[src/rtl/serial_divider_loader.sv]
module serial_divider_loader #(
  parameter int SR_W    = 32,
  parameter int R_W     = 14,
  parameter int N_W     = 10,
  parameter int A_W     = 7,
  parameter int REF_MIN = 3
) (
  input  logic           clk,
  input  logic           rst_n,
  input  logic           ser_data,
  input  logic           ser_clk,
  input  logic           load_en,
  output logic [R_W-1:0] ref_div,
  output logic [N_W-1:0] n_div,
  output logic [A_W-1:0] a_div,
  output logic           ser_out
);
  localparam int A_LO = 1;
  localparam int N_LO = A_LO + A_W;
  localparam int R_LO = 1;

  logic [2:0]      sclk_p;
  logic [1:0]      data_p;
  logic [1:0]      strb_p;
  logic [SR_W-1:0] sr;

  wire             sclk_rise = sclk_p[1] & ~sclk_p[2];
  wire             data_s    = data_p[1];
  wire             strb_s    = strb_p[1];
  wire [R_W-1:0]   ref_new   = sr[R_LO +: R_W];
  wire             ref_ok    = sr[0] && (ref_new >= R_W'(REF_MIN));

  always_ff @(posedge clk or negedge rst_n) begin
    if (!rst_n) begin
      sclk_p <= '0;
      data_p <= '0;
      strb_p <= '0;
    end else begin
      sclk_p <= {sclk_p[1:0], ser_clk};
      data_p <= {data_p[0], ser_data};
      strb_p <= {strb_p[0], load_en};
    end
  end

  always_ff @(posedge clk or negedge rst_n) begin
    if (!rst_n)         sr <= '0;
    else if (sclk_rise) sr <= {sr[SR_W-2:0], data_s};
  end

  always_ff @(posedge clk or negedge rst_n) begin
    if (!rst_n) begin
      ref_div <= R_W'(REF_MIN);
      n_div   <= '0;
      a_div   <= '0;
    end else if (strb_s) begin
      n_div <= sr[N_LO +: N_W];
      a_div <= sr[A_LO +: A_W];
      if (ref_ok) ref_div <= ref_new;
    end
  end

  assign ser_out = sr[SR_W-1];

  AST_SHIFT_ENTRY: assert property (@(posedge clk) disable iff (!rst_n) sclk_rise |=> sr[0] == $past(data_s));
  AST_NO_EDGE_HOLD: assert property (@(posedge clk) disable iff (!rst_n) !sclk_rise |=> $stable(sr));
  AST_STROBE_LOW_HOLD: assert property (@(posedge clk) disable iff (!rst_n) !strb_s |=> $stable(ref_div) && $stable(n_div) && $stable(a_div));
  AST_CTRL_BLOCK: assert property (@(posedge clk) disable iff (!rst_n) (strb_s && !sr[0]) |=> $stable(ref_div));
  AST_REF_RANGE: assert property (@(posedge clk) disable iff (!rst_n) ref_div >= R_W'(REF_MIN));
  AST_NA_FOLLOW: assert property (@(posedge clk) disable iff (!rst_n) (strb_s && !sclk_rise) |=> n_div == sr[N_LO +: N_W] && a_div == sr[A_LO +: A_W]);
endmodule

[config.mk]
export PLATFORM = sky130hd
export DESIGN_NAME = serial_divider_loader
export DESIGN_NICKNAME = d
export VERILOG_FILES = /design/src/rtl/serial_divider_loader.sv
export SDC_FILE = /design/constraint.sdc
export NUM_CORES = 1
export LEC_CHECK = 0
export ABC_AREA = 0
export BUFFER_PORTS_ARGS = -buffer_cell sky130_fd_sc_hd__buf_2
export CORE_MARGIN = 10
export CORE_UTILIZATION = 50
export DETAILED_ROUTE_END_ITERATION = 16
export PLACE_DENSITY = 0.74
export SETUP_SLACK_MARGIN = 0.2
export SYNTH_ARGS = -nofsm -noshare
export SYNTH_HDL_FRONTEND = slang
export SYNTH_SLANG_ARGS = --single-unit
export TNS_END_PERCENT = 1
[constraint.sdc]
create_clock -name clk -period 1.2 [get_ports clk]
set_input_delay 0.06 -clock clk [delete_from_list [all_inputs] [get_ports clk]]
set_output_delay 0.06 -clock clk [all_outputs]
set_load 0.03 [all_outputs]
After elaboration in Yosys (flattened, before gate mapping)
Cells that the tools add are included.
{"block": "classes", "n_reduce_logical": 2, "order_cmp": 1, "bitwise": 2}
{"operator": "greater-or-equal comparator 14 x 2 -> 1 bit (second input constant)", "count": 1}
{"operator": "AND reduction 2 bit", "count": 1}
{"operator": "AND 1 bit", "count": 1}
{"operator": "logical AND 1 bit", "count": 1}
{"operator": "inverter 1 bit", "count": 1}
{"block": "totals", "out_inout_bits": 32, "regBits": 70, "input_bits": 5, "wordCells": 12}

Depth between registers and ports, before layout
{"block": "logic_depth", "word_depth": 3, "ltp_mapped": 5, "ltp_nobuf": 3}

Worst setup path before layout
OpenSTA, ideal clock, no wires.
{"block": "synth_timing", "path_kind": "flip-flop to flip-flop", "from": "reg sr[7]", "to": "reg ref_div[0]", "path_stages_with_launch": 4, "t_arrival_ps": 1240, "period_less_slack_ps": 1322, "path_buffers": 0, "required_ps": 1118, "setup_ps": 82, "setup_slack_ps": -122, "path_cell_list": "dfrtp_1 -> nor4_1 -> a41o_2 -> mux2_2"}
{"block": "synth_via", "elab_chain_cells": 3}
{"item": "start, declared", "line": "25", "source": "logic [SR_W-1:0] sr;"}
{"item": "start signal, assigned", "line": "47", "source": "else if (sclk_rise) sr <= {sr[SR_W-2:0], data_s};"}
{"item": "greater-or-equal comparator 14 x 2 -> 1 bit", "line": "31", "source": "wire ref_ok = sr[0] && (ref_new >= R_W'(REF_MIN));"}
{"item": "logical AND 1 bit", "line": "31"}
{"item": "AND reduction 2 bit (no source line)"}
{"item": "end signal, assigned", "line": "52", "source": "ref_div <= R_W'(REF_MIN);"}
{"item": "end signal, assigned", "line": "58", "source": "if (ref_ok) ref_div <= ref_new;"}
{"item": "end, declared", "line": "13", "source": "output logic [R_W-1:0] ref_div,"}
No other way between the ends.
A chain may end at the register's enable or synchronous reset.

Final worst setup path
{"block": "layout_timing", "from": "reg sr[9]", "to": "reg ref_div[1]"}
The elaborated chain is that of the path after synthesis.

==> flow_summary.json <==
{
  "outcome": "finished with violations",
  "violations": "setup timing",
  "cts_tree": "done",
  "combPwrFrac_pct": 35.3,
  "pwr-share-seq_pct": 38.0,
  "r2r_slack_ps": -140,
  "grt_max_degree": 71,
  "post_cts_buffers": 0,
  "antenna_found_initial": 0,
  "period_share_pct": 112,
  "switchingPower_w": 0.00301,
  "layout_commonest_cell": "dfrtp_1",
  "finClkSkew_ps": 8.99,
  "diodes": 0,
  "rr_worst_depth": 3,
  "maxCapViolCount": 0,
  "r2r-end": "ref_div[1]$_DFFE_PN1P_",
  "cts_max_path_buffers": 2,
  "clkTransAtPathRegs_ps": 80,
  "p_leak_nw": 1.72,
  "tightest_slew_ps": 432,
  "rsz0062_at_grt": "true",
  "ys_seq_elements": 70,
  "utilization_pct": 71.6,
  "grtUsageTotal_pct": 12.0,
  "vias_per_cell": 5.04,
  "dp.cells": 266,
  "drive_above_1_share_pct": 63.5,
  "ff_latch_area_mm2": 0.00175,
  "worstPathMaxFanout": 4,
  "rows": 25,
  "die_w_um": 91.3,
  "syn_inst": 149,
  "hold_class": "input port to async pin",
  "initial_core_util_pct": 52.8,
  "htree_levels": 3,
  "avgSynthCellArea_um2": 17.1,
  "period_needed_ps": 1340,
  "synth_top_area_share_pct": 66.9,
  "dieArea_mm2": 0.00834,
  "p_per_area_mw_per_mm2": 2710,
  "reg2reg_from": "sr[9]$_DFFE_PN0P_",
  "power_w": 0.00935,
  "cts_root_buf": "clkbuf_8",
  "ys_seq_area_share_pct": 69.0,
  "yosysTopAreaCell": "dfrtp_1",
  "yosys-mux-area-fraction_pct": 22.6,
  "dp_hpwl_um": 3290,
  "ir_drop_mv": 1.38,
  "synth_top_family_by_area": "multiplexers",
  "end_kind": "flop",
  "fin_nets": 219,
  "fin_ws_ps": -144,
  "cp.required_ps": 1470,
  "overflow": 0,
  "cts_buffers": 9,
  "drc": 0,
  "slew_violations": 0,
  "num_vias": 1441,
  "max_slew_margin_pct": 71.2,
  "clock_latency_ps": 340,
  "arrival_ps": 1610,
  "grt_pass1_wl_um": 7960,
  "finalSetupViolations": 39,
  "yosys-top-cells-area": "dfrtp_1 (67%), mux2_2 (22%), a22o_2 (3.9%), dfstp_2 (2.1%), mux2_1 (0.89%)",
  "syn_to_final_growth_pct": 35.6,
  "numPortBuffers": 36,
  "wl_um": 4810,
  "syn-num-nets": 154,
  "yosys.area_share.simple_pct": 1.52,
  "wl_per_cell_um": 16.8,
  "drt_iter0_drc": 66,
  "critPathLaunch": "sr[9]$_DFFE_PN0P_",
  "io_pins": 37,
  "yosys_warnings": 0,
  "synth.cell_area_mm2": 0.00254,
  "postRouteAntennaNets": 0,
  "first_pass_iters": 4,
  "mostFrequentLayoutCells": "dfrtp_1 (68), mux2_2 (32), buf_4 (21), buf_2 (18)",
  "die_h_um": 91.3,
  "gp_congestion": 0.829,
  "tns_ps": -1940,
  "fillers": 345,
  "hold_viol": 0,
  "timing_worst_setup_path_type": "flop to flop",
  "synth_compound_area_share_pct": 5.07,
  "yosys.area_share.adder_pct": 0,
  "grt_pass1_vias": 1619,
  "clkPwrFrac_pct": 26.7,
  "fin_cells": 286,
  "switching_share_pct": 32.2,
  "max_freq_mhz": 744,
  "numClockSinks": 70,
  "ys_types": 16,
  "crit_end": "ref_div[1]$_DFFE_PN1P_",
  "start_kind": "flop",
  "internal-power_w": 0.00634,
  "synth_xor_xnor_area_share_pct": 0,
  "multi_input_area_um2": 821,
  "fp.coreArea_mm2": 0.00482
}
## critical path: stages, from the launching register on
cell and delay (ps):
dfrtp_1 400, nor4_2 280, a41o_2 280, mux2_4 310
## synthesized netlist by cell type (all sizes together)
| master | instances |
|---|---|
| dfstp | 2 |
| a22o | 12 |
| clkbuf | 2 |
| and2 | 1 |
| a41o | 1 |
| buf | 6 |
| mux2 | 51 |
| nor4 | 3 |
| dfrtp | 68 |
| nor2b | 1 |
| nand2 | 2 |
## registers in the layout, summed over array words and instances, names as in the netlist
signal and flops:
sr 32, ref_div 14, n_div 10, a_div 7
sclk_p 3, data_p 2, strb_p 2
## cell type report
class | count | share of cell area, %
Timing Repair Buffer | 62 | 15.1
Clock buffer | 10 | 3.99
Clock inverter | 6 | 3.85
Multi-Input combinational cell | 71 | 23.8
Tap cell | 67 | 2.43
Sequential cell | 70 | 50.9
## cell families (layout without fill, tap and decap cells)
kind of cell           after synthesis  after routing
buffers and inverters                8             78
AO/OA/AOI/OAI                       13             13
flip-flops                          70             70
AND/OR/NAND/NOR                      7              7
multiplexers                        51             51
## per-layer routing
layer,vias to the layer above,part of all wire [%],track usage [%]
met5,-,0,0
met4,0,1.2,4.70
met3,6,5.6,5.60
met2,35,49,18.9
met1,732,44,13.9
li1,668,-,-
## metrics by stage
step	hold slack (ps)	setup slack (ps)	instance area, µm²
2_1_floorplan	-236	-108	2550
3_3_place_gp	99.8	-113	2950
3_5_place_dp	106	-148	2950
4_1_cts	280	-151	3320
5_1_grt	292	-215	3450
6_report	274	-144	3450
## how the worst min path moves through the flow
stage          startpoint  slack [ps]                      to
2_1_floorplan       rst_n        -240    a_div[0]$_DFFE_PN0P_
6_report            rst_n         270  ref_div[3]$_DFFE_PN0P_
3_3_place_gp        rst_n         100  ref_div[3]$_DFFE_PN0P_
3_5_place_dp        rst_n         110    a_div[3]$_DFFE_PN0P_
5_1_grt             rst_n         290  ref_div[4]$_DFFE_PN0P_
4_1_cts             rst_n         280  ref_div[5]$_DFFE_PN0P_
## power groups by stage
stage / combinational (W) / sequential, W / clock, W
5_1_grt: 0.00351 / 0.00364 / 0.00265
3_3_place_gp: 0.00283 / 0.00347 / 0
3_5_place_dp: 0.00291 / 0.00350 / 0
2_1_floorplan: 0.000786 / 0.00443 / 0
4_1_cts: 0.00304 / 0.00349 / 0.00254
6_report: 0.00330 / 0.00355 / 0.00249
## timing repair
action	CTS	global route
setup endpoints to repair	61	81
resized for setup	17	53
gates cloned	0	0
endpoints found under the hold margin	71	0
hold buffers	4	0
pin swaps	1	1
No activity file was read; power rests on OpenSTA's default activity.
